### src/rtl/hbi_pkg.sv
package hbi_pkg;

   // Pair of gate enables for one half-bridge leg
   typedef struct packed {
      logic hs;
      logic ls;
   } gate_pair_t;

endpackage

### src/rtl/hbi_uvlo.sv
module hbi_uvlo #(
   parameter int VW        = 16,
   parameter int UV_ON_MV  = 12000,
   parameter int UV_OFF_MV = 10500
) (
   input  logic          clk,
   input  logic          rst_n,
   input  logic [VW-1:0] vsup_mv,
   input  logic          vsup_vld,
   output logic          locked
);

   localparam logic [VW-1:0] ON_CODE  = VW'(UV_ON_MV);
   localparam logic [VW-1:0] OFF_CODE = VW'(UV_OFF_MV);

   initial begin : prm_chk
      assert (UV_OFF_MV < UV_ON_MV) else $error("lockout band inverted");
      assert (UV_ON_MV < (2 ** VW)) else $error("threshold exceeds sample width");
   end

   always_ff @(posedge clk or negedge rst_n) begin
      if (!rst_n) begin
         locked <= 1'b1;
      end else if (vsup_vld) begin
         if (locked && (vsup_mv > ON_CODE))
            locked <= 1'b0;
         else if (!locked && (vsup_mv < OFF_CODE))
            locked <= 1'b1;
      end
   end


   uvlo_hold_chk: assert property (@(posedge clk) disable iff (!rst_n)
      !vsup_vld |=> $stable(locked));


   uvlo_band_lock_chk: assert property (@(posedge clk) disable iff (!rst_n)
      (vsup_vld && locked && (vsup_mv <= ON_CODE)) |=> locked);


   uvlo_band_run_chk: assert property (@(posedge clk) disable iff (!rst_n)
      (vsup_vld && !locked && (vsup_mv >= OFF_CODE)) |=> !locked);

endmodule

### src/rtl/hbi_decode.sv
module hbi_decode
   import hbi_pkg::*;
(
   input  logic       hi_cmd,
   input  logic       lo_cmd_n,
   input  logic       shdn_n,
   input  logic       fault,
   input  logic       locked,
   output gate_pair_t want
);

   logic leg_enable;

   always_comb begin
      leg_enable = shdn_n & ~fault & ~locked;
      // each side only when the other side is not requested
      want.hs    = leg_enable &  hi_cmd &  lo_cmd_n;
      want.ls    = leg_enable & ~hi_cmd & ~lo_cmd_n;
   end

endmodule

### src/rtl/hbi_deadtime.sv
module hbi_deadtime
   import hbi_pkg::*;
#(
   parameter int DEAD_CYC = 18
) (
   input  logic       clk,
   input  logic       rst_n,
   input  gate_pair_t want,
   input  logic       locked,
   output gate_pair_t gate
);

   localparam int LIM = DEAD_CYC - 1;
   localparam int CW  = (DEAD_CYC > 2) ? $clog2(DEAD_CYC) : 1;

   initial begin : prm_chk
      assert (DEAD_CYC >= 1) else $error("dead time must be at least one cycle");
   end

   logic idle_ok;

   generate
      if (DEAD_CYC == 1) begin : g_single
         // one cycle with both gates low is the whole dead time
         assign idle_ok = 1'b1;
      end else begin : g_count
         logic [CW-1:0] idle_cnt;

         always_ff @(posedge clk or negedge rst_n) begin
            if (!rst_n)
               idle_cnt <= '0;
            else if (gate.hs || gate.ls || locked)
               idle_cnt <= '0;
            else if (idle_cnt != CW'(LIM))
               idle_cnt <= idle_cnt + 1'b1;
         end

         assign idle_ok = (idle_cnt == CW'(LIM));
      end
   endgenerate

   always_ff @(posedge clk or negedge rst_n) begin
      if (!rst_n) begin
         gate <= '0;
      end else begin
         gate.hs <= want.hs & (gate.hs | (~gate.ls & idle_ok));
         gate.ls <= want.ls & (gate.ls | (~gate.hs & idle_ok));
      end
   end

   // a gate only rises on a request, after a cycle with both low
   rise_req_chk: assert property (@(posedge clk) disable iff (!rst_n)
      ($rose(gate.hs) || $rose(gate.ls)) |-> $past(!gate.hs && !gate.ls));

endmodule

### src/rtl/hbi_leg_ctrl.sv
module hbi_leg_ctrl
   import hbi_pkg::*;
#(
   parameter int DEAD_CYC  = 18,
   parameter int VW        = 16,
   parameter int UV_ON_MV  = 12000,
   parameter int UV_OFF_MV = 10500
) (
   input  logic          clk,
   input  logic          rst_n,
   input  logic          hi_cmd,
   input  logic          lo_cmd_n,
   input  logic          shdn_n,
   input  logic          fault,
   input  logic [VW-1:0] vsup_mv,
   input  logic          vsup_vld,
   output logic          hs_gate,
   output logic          ls_gate
);

   localparam int LW = $clog2(DEAD_CYC + 1);

   logic       locked;
   gate_pair_t want;
   gate_pair_t gate;

   hbi_uvlo #(
      .VW        (VW),
      .UV_ON_MV  (UV_ON_MV),
      .UV_OFF_MV (UV_OFF_MV)
   ) uvlo_i (
      .clk      (clk),
      .rst_n    (rst_n),
      .vsup_mv  (vsup_mv),
      .vsup_vld (vsup_vld),
      .locked   (locked)
   );

   hbi_decode decode_i (
      .hi_cmd   (hi_cmd),
      .lo_cmd_n (lo_cmd_n),
      .shdn_n   (shdn_n),
      .fault    (fault),
      .locked   (locked),
      .want     (want)
   );

   hbi_deadtime #(
      .DEAD_CYC (DEAD_CYC)
   ) dead_i (
      .clk    (clk),
      .rst_n  (rst_n),
      .want   (want),
      .locked (locked),
      .gate   (gate)
   );

   assign hs_gate = gate.hs;
   assign ls_gate = gate.ls;

   // checker-side count of consecutive cycles with both gates low
   logic [LW-1:0] low_run;

   always_ff @(posedge clk or negedge rst_n) begin
      if (!rst_n)
         low_run <= '0;
      else if (hs_gate || ls_gate)
         low_run <= '0;
      else if (low_run != LW'(DEAD_CYC))
         low_run <= low_run + 1'b1;
   end


   no_overlap_chk: assert property (@(posedge clk) disable iff (!rst_n)
      !(hs_gate && ls_gate));


   dead_gap_chk: assert property (@(posedge clk) disable iff (!rst_n)
      ($rose(hs_gate) || $rose(ls_gate)) |-> (low_run >= LW'(DEAD_CYC)));


   shutdown_off_chk: assert property (@(posedge clk) disable iff (!rst_n)
      !shdn_n |=> (!hs_gate && !ls_gate));


   fault_off_chk: assert property (@(posedge clk) disable iff (!rst_n)
      fault |=> (!hs_gate && !ls_gate));


   conflict_off_chk: assert property (@(posedge clk) disable iff (!rst_n)
      (hi_cmd && !lo_cmd_n) |=> (!hs_gate && !ls_gate));


   idle_off_chk: assert property (@(posedge clk) disable iff (!rst_n)
      (!hi_cmd && lo_cmd_n) |=> (!hs_gate && !ls_gate));


   lockout_off_chk: assert property (@(posedge clk) disable iff (!rst_n)
      locked |=> (!hs_gate && !ls_gate));

endmodule

### config.mk
export PLATFORM = sky130hd
export DESIGN_NAME = hbi_leg_ctrl
export DESIGN_NICKNAME = d
export VERILOG_FILES = /design/src/rtl/hbi_pkg.sv /design/src/rtl/hbi_uvlo.sv /design/src/rtl/hbi_decode.sv /design/src/rtl/hbi_deadtime.sv /design/src/rtl/hbi_leg_ctrl.sv
export SDC_FILE = /design/constraint.sdc
export NUM_CORES = 1
export LEC_CHECK = 0
export BUFFER_PORTS_ARGS = -buffer_cell sky130_fd_sc_hd__clkbuf_2
export CAP_MARGIN = 20
export CORE_MARGIN = 4
export CORE_UTILIZATION = 38
export DETAILED_ROUTE_END_ITERATION = 8
export HOLD_SLACK_MARGIN = 0.08
export PLACE_DENSITY = 0.8
export SKIP_LAST_GASP = 1
export SLEW_MARGIN = 10
export SYNTH_ARGS = -nofsm -noshare
export SYNTH_HDL_FRONTEND = slang
export SYNTH_SLANG_ARGS = --single-unit
### constraint.sdc
create_clock -name clk -period 1.5 [get_ports clk]
set_input_delay 0.3 -clock clk [delete_from_list [all_inputs] [get_ports clk]]
set_output_delay 0.3 -clock clk [all_outputs]
set_load 0.02 [all_outputs]
==> impl_metrics.ini, run 1 <==
[sta]
hold_viol_final = 0
period_share = 1.02
setup_violations = 1
slew_violations = 0
period_needed_ns = 1.54
max_slew.worst_pin.slew_ns = 0.298
fin_setup_tns_ns = -0.0372
finClkSkew_ns = 0.00712
relSlewSlack = 0.799
rsz0062_at_grt = true
max_freq_ghz = 0.651
setup_ws_ns = -0.0372

[worst_setup_path]
critical_path.cell_chain = inv_1 -> or4b_1 -> o32a_1 -> o211ai_1
cpMaxStageDelayCell = dfstp_2
crit_buf_inv = 1
worstPathMaxFanout = 2
end_kind = flop
cp_data_arrival_time_ns = 1.70
max_stage_delay_ns = 0.53
start_kind = flop
cp.required_ns = 1.67
path_class = reg2reg
cp_top_family = flip-flops

[die]
die_w_um = 44.1
core_area_um2 = 1170
start_util = 0.423
ios = 25
die-area_um2 = 1950
rows = 12
die_h_um = 44.1

[clock_tree]
clk_latency_ns = 0.25
cts_buffer_depth = 2
clock_tree.root_cell = clkbuf_4
cts_setup_buffers = 0
htree_levels = 1
cts.clk_slew.worst_paths_ns = 0.06
clock_sinks = 8
numCtsBuffers = 3
cts_tree = built

[logic_synthesis]
synth_seq_cells = 8
synth-async-reset-ratio = 1.00
synthesis.nets = 77
ys_dominant_reg_cell = dfrtp_1
synth-edff-count = 0
syn_inst = 52
synthesis.area_um2 = 495
yosysWarnings = 0
syn_avg_cell_area_um2 = 9.53
synth_cell_types = 26
synth_seq_area_share = 0.407

[drt]
drcViolationCount = 0
vias = 482
drtIter0Drc = 8
routed_via_density = 4.97
antenna_left = 0
wl_um = 1050
wl_per_cell_um = 10.8
first_pass_iters = 4

[outcome]
status = complete, but fails checks
violations = negative setup slack

[global_routing]
grtUsageTotal = 0.124
grt_first_pass_wirelength_um = 1860
grt.overflow.total = 0
grt_antenna_before_repair = 0
grt_pass1_vias = 471
grt_start_max_net_pins = 9

[power]
p_leak_nw = 0.343
power_uw = 747
ir_drop_uv = 626
power.density_nw_per_um2 = 1080

[flow_run]
max_cap_viol_count = 0

[placed_design]
pre_cts_ws_ns = -0.216
place_congestion = 0.734
dp_hpwl_um = 920
io_buffer_count = 24
placed_cells = 92

[final_layout]
nets = 109
final_cells = 97
diodes = 0
fillCellCount = 107
area_delta_synth_final_pct = 39.1
drive_gt1_frac = 0.398

[hold_path]
hp-class = in2reg
## logic make-up (layout without fill, tap and decap cells)
group	count (synthesis)	after routing	synth area share
simple gates	29	29	0.348
flops	8	8	0.407
compound gates	7	7	0.109
xor+xnor	4	4	0.0707
fa+ha+maj	2	2	0.0505
buf+inv	2	33	0.0152
## worst paths after layout
kind / startpoint / end / slack, ns / cells past startpoint
setup reg to reg: uvlo_i.locked / uvlo_i.locked / -0.04 / 4
hold / removal: lo_cmd_n / dead_i.gate[0] / 0.22 / 2
max in group asynchronous: rst_n / uvlo_i.locked / 0.83 / 2
min in group asynchronous: rst_n / dead_i.g_count.idle_cnt[1] / 0.42 / 2
setup / recovery: uvlo_i.locked / uvlo_i.locked / -0.04 / 4
hold reg to reg: dead_i.g_count.idle_cnt[4] / dead_i.g_count.idle_cnt[4] / 0.58 / 2
## where the power goes
group | internal, mW | total (mW) | switching, mW
combinational | 0.133 | 0.238 | 0.106
clock | 0.102 | 0.171 | 0.0697
sequential | 0.278 | 0.337 | 0.0591
total | 0.512 | 0.747 | 0.235
## cell usage in the layout (no fill, tap or decap), types with 2 or more instances in the layout
master and n:
clkbuf_4 3, or3_1 2, nor2_1 10, nand2_1 4, clkbuf_2 24, buf_4 2
xor2_1 2, xnor2_1 2, dfrtp_1 7, inv_1 2, ha_1 2, nand4_1 2
nand3_1 3
## worst register-to-register path, stage by stage, from the launching register on
cell and delay, ns:
dfstp_2 0.53, inv_1 0.05, or4b_1 0.49, o32a_1 0.30, o211ai_1 0.09
## layer usage
metal	share of wire	GRT usage	up-vias
met5	0	0	-
met4	0.014	0.0542	0
met3	0.062	0.0285	2
met2	0.50	0.221	17
met1	0.42	0.139	210
li1	-	-	253
## through the flow
stage          cell area (µm²)  hold WS, ns  utilization
2_1_floorplan              495      0.00441            -
3_5_place_dp               648        0.157        0.553
5_1_grt                    689        0.214        0.589
4_1_cts                    684        0.216        0.584
3_3_place_gp               648        0.153        0.553
6_report                   689        0.221        0.589
## cell type report
class / instances / area, µm² / share of cell area
multi-input combinational: 42 / 292 / 0.423
sequential: 8 / 201 / 0.292
timing repair buffer: 27 / 145 / 0.211
clock buffer: 4 / 26.3 / 0.0381
tap: 14 / 17.5 / 0.0254
inverter: 2 / 7.51 / 0.0109
## repair_timing
| item | 4_1_cts | 5_1_grt |
|---|---|---|
| endpoints found under the hold margin | 7 | 0 |
| endpoints found under the setup margin | 1 | 2 |
| hold buffers | 1 | 0 |
| gates resized for setup | 0 | 1 |
| pin swaps | 0 | 0 |
## registers in the layout, indices dropped and copies added (netlist names)
signal                   count
dead_i.gate                  2
dead_i.g_count.idle_cnt      5
uvlo_i.locked                1
## cells in the mapped netlist (2+ instances only)
library cell | count | area [µm²]
xnor2_1 | 2 | 17.5
or3_1 | 2 | 12.5
nand2_1 | 4 | 15.0
ha_1 | 2 | 25.0
nand4_1 | 2 | 12.5
nor2_1 | 10 | 37.5
dfrtp_1 | 7 | 175
nand3_1 | 3 | 15.0
inv_1 | 2 | 7.51
xor2_1 | 2 | 17.5
(Power assumes the default switching activity.)
==> run 2, diff against run 1 <==
Settings changed: ABC_AREA set to 1, CORE_UTILIZATION 38 to 40.
==> run 2 against run 1 <==
The run now ends clean. Highest routed layer unchanged. Utilization fell by 1.9 points. Register-to-register slack better by 0.30 ns. Synthesized cell count is 77% higher. Via count up 29%. Global-route usage is 2.1 points higher. Combinational power down 3%. Clock skew decreased by 0.0031 ns. Final area rose by 12%.
==> impl_metrics.ini, run 2 <==
[outcome]
status = finished, final reports clean

[die]
die_w_um = 46.5
start_util = 0.440
core_area_um2 = 1350
die_h_um = 46.5
rows = 13
ios = 25
die-area_um2 = 2170

[sta]
hold_viol_final = 0
setup_violations = 0
max_slew.worst_pin.slew_ns = 0.220
finClkSkew_ns = 0.00400
slew_violations = 0
period_share = 0.824
rsz0062_at_grt = false
max_freq_ghz = 0.809
fin_setup_tns_ns = 0
period_needed_ns = 1.24
relSlewSlack = 0.853

[final_layout]
final_cell_mix = 24 x clkbuf_2, 23 x nor2_1, 21 x nand2_1
design_area_um2 = 769
mostFrequentLayoutCell = clkbuf_2
nets = 147
fillCellCount = 137
area_delta_synth_final_pct = 29.5
diodes = 0
largestRegisters = dead_i.g_count.idle_cnt (5), dead_i.gate (2), uvlo_i.locked (1)
drive_gt1_frac = 0.256
top_register = dead_i.g_count.idle_cnt
largest_register_ffs = 5

[global_routing]
grt_first_pass_wirelength_um = 2170
grt_antenna_before_repair = 0
grt_start_max_net_pins = 9
grt_pass1_vias = 565
grt.overflow.total = 0
grtUsageTotal = 0.145

[logic_synthesis]
synthTopCellsByCount = 23 x nor2_1, 21 x nand2_1, 16 x inv_1
ys_dominant_reg_cell = dfrtp_1
synth_seq_area_share = 0.339
synth_area_leaders = dfrtp_1 29%, nor2_1 15%, nand2_1 13%, inv_1 10%, nand3_1 6.7%
synth-edff-count = 0
yosysWarnings = 0
synthMostInstantiatedCell = nor2_1
synthesis.area_um2 = 594
synth_cell_types = 17
yosys.area.top_type = dfrtp_1
synthesis.nets = 117
syn_inst = 92
synth_seq_cells = 8
synth.top_cell.area_share = 0.295
synth-async-reset-ratio = 1.00
syn_avg_cell_area_um2 = 6.46

[drt]
vias = 622
first_pass_iters = 4
drtIter0Drc = 12
drcViolationCount = 0
highest_layer = met4
antenna_left = 0
wirelength_met1_um = 572
routed_via_density = 4.57
wl_per_cell_um = 9.43
wl_met3_um = 95
wl_met2_um = 591
wl_um = 1280

[worst_setup_path]
regToRegSetupSlack_ns = 0.26
cp_data_arrival_time_ns = 1.40
worstReg2RegStart = dead_i.g_count.idle_cnt[0]
worstPathMaxFanout = 5
max_stage_delay_ns = 0.43
crit_buf_inv = 1
cpMaxStageDelayCell = dfrtp_1
end_kind = flop
critical_path.cell_chain = ha_1 -> nand2_1 -> nor3_4 -> inv_2 -> a211oi_1
r2r_cells = 5
cp.required_ns = 1.67
path_class = reg2reg
r2r-end = dead_i.g_count.idle_cnt[1]
start_kind = flop
cp_top_family = flip-flops

[clock_tree]
cts_setup_buffers = 0
numCtsBuffers = 3
cts_buffer_depth = 2
clock_tree.root_cell = clkbuf_4
clk_latency_ns = 0.26
cts.clk_slew.worst_paths_ns = 0.06
clock_sinks = 8
cts_tree = built
htree_levels = 1

[power]
ir_drop_uv = 775
power_uw = 760
power.density_nw_per_um2 = 987
p_leak_nw = 0.418

[hold_path]
min_from = fault
min_delay_worst_endpoint = dead_i.gate[0]
hp-class = in2reg
worst_hold_path.num_cells = 4

[flow_run]
max_cap_viol_count = 0

[placed_design]
io_buffer_count = 24
dp_hpwl_um = 1060
place_congestion = 0.817
place_area_um2 = 733
==> run 2: cell types whose count changed in the layout (fill, tap and decap cells not counted), moves of 2 or more <==
cell     change
nand2_1     +17
inv_1       +14
nor2_1      +13
nand3_1      +5
a21oi_1      +2
buf_4        -2
nand4_1      -2
or3_1        -2
==> run 2: how the worst max path moves through the flow <==
| stage | start | endpoint | slack, ns | depth (start not counted) |
|---|---|---|---|---|
| detailed placement | dead_i.g_count.idle_cnt[0] | dead_i.g_count.idle_cnt[0] | 0.26 | 6 |
| global placement | dead_i.g_count.idle_cnt[1] | dead_i.g_count.idle_cnt[0] | 0.30 | 7 |
| CTS | dead_i.g_count.idle_cnt[0] | dead_i.g_count.idle_cnt[0] | 0.25 | 6 |
| floorplan | dead_i.g_count.idle_cnt[1] | dead_i.g_count.idle_cnt[0] | 0.35 | 7 |
| global route | dead_i.g_count.idle_cnt[0] | dead_i.g_count.idle_cnt[1] | 0.16 | 5 |
| finish | dead_i.g_count.idle_cnt[0] | dead_i.g_count.idle_cnt[1] | 0.26 | 5 |
==> run 2: cell families after synthesis <==
kind of cell / share of synthesized area
AO/OA/AOI/OAI: 0.0653
flip-flops: 0.339
adder cells (fa/ha/maj): 0.0421
XOR/XNOR: 0.0442
buffers and inverters: 0.107
AND/OR/NAND/NOR: 0.402
==> run 2: area by class of cell <==
class / count / area, µm² / area share
Inverter: 17 / 63.8 / 0.0829
Clock buffer: 4 / 26.3 / 0.0341
Timing Repair Buffer: 25 / 130 / 0.169
Tap cell: 15 / 18.8 / 0.0244
Sequential cell: 8 / 201 / 0.262
Multi-Input combinational cell: 67 / 329 / 0.428
==> run 2: timing repair <==
action / 4_1_cts / 5_1_grt
hold endpoints to repair: 7 / 0
gates resized for setup: 0 / 0
hold buffers: 1 / 0
==> run 2: power by group <==
part,switching (mW),internal [mW]
sequential,0.0681,0.278
combinational,0.114,0.117
clock,0.0804,0.102
total,0.263,0.497
==> run 2: stage by stage <==
stage / utilization / hold slack, ns / setup slack (ns) / instances
2_1_floorplan: - / 0.00441 / 0.355 / 92
3_3_place_gp: 0.543 / 0.155 / 0.304 / 131
3_5_place_dp: 0.543 / 0.157 / 0.263 / 131
4_1_cts: 0.570 / 0.277 / 0.246 / 136
5_1_grt: 0.570 / 0.282 / 0.159 / 136
6_report: 0.570 / 0.278 / 0.263 / 136
==> run 2: worst register-to-register path, cell delays in order (launching register included) <==
cell      delay (ns)
dfrtp_1         0.43
ha_1            0.18
nand2_1         0.07
nor3_4          0.18
inv_2           0.08
a211oi_1        0.20
==> run 2: layer usage <==
layer	vias up	track usage
li1	338	-
met1	256	0.180
met2	24	0.212
met3	4	0.0586
met4	0	0.0795
met5	-	0
==> run 3, diff against run 2 <==
Settings changed: PLACE_DENSITY 0.8 to 0.78.
Clock period 1.5 ns to 1.2 ns, I/O delays scaled along.
==> run 3 against run 2 <==
Routed wire length is 9.8% higher. Combinational power is 74% higher. Cell count is 2.2% higher. Non-clock buffer count is 3 higher. Clock-buffer cell count stayed put. Die area stayed put. First-iteration DRC count is 33% higher. Global-route usage is 0.27 points higher. Power is 37% higher. Critical path type unchanged. Largest power group unchanged. Highest routed layer is now met3.
==> impl_metrics.ini, run 3 (same netlist as run 2, synthesis figures left out) <==
[drt]
vias = 657
first_pass_iters = 4
wl_um = 1410
routed_via_density = 4.73
antenna_left = 0
drtIter0Drc = 16
drcViolationCount = 0
wl_per_cell_um = 10.1

[sta]
max_freq_ghz = 0.834
fin_setup_tns_ns = 0
hold_viol_final = 0
rsz0062_at_grt = true
hold_ws_ns = 0.230
period_needed_ns = 1.20
slew_violations = 0
relSlewSlack = 0.838
setup_violations = 0
period_share = 1.00
finClkSkew_ns = 0.00183
max_slew.worst_pin.slew_ns = 0.242

[final_layout]
largestRegisters = dead_i.g_count.idle_cnt (5), dead_i.gate (2), uvlo_i.locked (1)
design_area_um2 = 802
mostFrequentLayoutCell = clkbuf_2
final_cells = 139
top_register = dead_i.g_count.idle_cnt
area_delta_synth_final_pct = 34.9
final_cell_mix = 24 x clkbuf_2, 22 x nor2_1, 20 x nand2_1
diodes = 0
multi_input_area_um2 = 339
nets = 150
fillCellCount = 133
largest_register_ffs = 5
drive_gt1_frac = 0.298
regArea_um2 = 201

[global_routing]
grt.overflow.total = 0
grt_pass1_vias = 581
grt_first_pass_wirelength_um = 2240
grtUsageTotal = 0.148
grt_antenna_before_repair = 0
grt_start_max_net_pins = 9

[worst_setup_path]
end_kind = flop
max_stage_delay_ns = 0.39
cp_top_family = flip-flops
cpMaxStageDelayCell = dfrtp_1
path_class = reg2reg
cp_data_arrival_time_ns = 1.39
critical_path.cell_chain = inv_1 -> ha_1 -> nand2_2 -> nor3_4 -> inv_2 -> a21oi_2 -> o21a_1
start_kind = flop
crit_buf_inv = 2
worstPathMaxFanout = 4
cp.required_ns = 1.40

[placed_design]
io_buffer_count = 24
placed_cells = 133
place_congestion = 0.770
dp_hpwl_um = 1190
place_area_um2 = 748

[clock_tree]
clock_sinks = 8
cts.clk_slew.worst_paths_ns = 0.05
cts_tree = built
clock_tree.root_cell = clkbuf_4
htree_levels = 1
cts_buffer_depth = 2
clk_latency_ns = 0.25
numCtsBuffers = 3

[power]
switchingPower_uw = 367
ir_drop_uv = 741
switching_share = 0.352
p_comb_frac = 0.386
clock_power_share = 0.210
power.density_nw_per_um2 = 1300
power_mw = 1.04
seq_power_share = 0.404
p_int_uw = 675
p_leak_nw = 0.436

[die]
core_area_um2 = 1350
die_w_um = 46.5
start_util = 0.440
die-area_um2 = 2170
rows = 13
ios = 25
die_h_um = 46.5

[outcome]
status = finished, final reports clean

[hold_path]
hp-class = in2reg

[flow_run]
max_cap_viol_count = 0
[run 3: cell count changes in the layout (fill, tap and decap cells not counted)]
cell      before  now
a211oi_1       1    0
nor2_1        23   22
nand2_2        0    1
nor2_2         0    1
a211oi_2       0    1
buf_4          0    3
nand2_1       21   20
[run 3: per-stage QoR]
step                       util  setup slack [ns]
after detailed placement  0.554           -0.0652
after CTS                 0.592           -0.0255
after global routing      0.594            -0.103
after floorplan               -            0.0546
after global placement    0.554            0.0439
final                     0.594          0.000541
[run 3: final cells by class]
| cell class | count | share of cell area |
|---|---|---|
| clock buffer | 4 | 0.0328 |
| sequential | 8 | 0.251 |
| multi-input combinational | 67 | 0.423 |
| timing repair buffer | 28 | 0.190 |
| tap | 15 | 0.0234 |
| inverter | 17 | 0.0796 |
[run 3: worst register-to-register path: stages, from the launching register on]
cell and delay (ns):
dfrtp_1 0.39, inv_1 0.06, ha_1 0.14, nand2_2 0.06
nor3_4 0.17, inv_2 0.09, a21oi_2 0.12, o21a_1 0.12
[run 3: power groups by stage]
stage | sequential, mW | clock [mW] | combinational, mW
2_1_floorplan | 0.420 | 0 | 0.206
3_3_place_gp | 0.418 | 0 | 0.348
3_5_place_dp | 0.425 | 0 | 0.368
4_1_cts | 0.420 | 0.226 | 0.398
5_1_grt | 0.434 | 0.240 | 0.446
6_report | 0.421 | 0.218 | 0.402
[run 3: path summary, 6_finish.rpt]
kind                       slack [ns]                       start  cells after the start                    endpoint
setup / recovery               0.0005  dead_i.g_count.idle_cnt[1]                      7  dead_i.g_count.idle_cnt[0]
hold reg to reg                  0.56               uvlo_i.locked                      2               uvlo_i.locked
setup reg to reg               0.0005  dead_i.g_count.idle_cnt[1]                      7  dead_i.g_count.idle_cnt[0]
hold / removal                   0.23                    lo_cmd_n                      3              dead_i.gate[1]
max in group asynchronous        0.58                       rst_n                      2               uvlo_i.locked
min in group asynchronous        0.37                       rst_n                      2              dead_i.gate[1]
[run 3: what timing repair did]
action	4_1_cts	5_1_grt
cloned	0	0
resized for setup	2	1
endpoints found under the hold margin	8	0
setup buffers	1	0
pin swaps	1	1
hold buffers	1	0
endpoints found under the setup margin	2	6
[run 3: routing by layer]
layer  GRT usage  routed length, µm
met5           0                  0
met4      0.0341                  0
met3      0.0469                 98
met2       0.245                704
met1       0.186                605
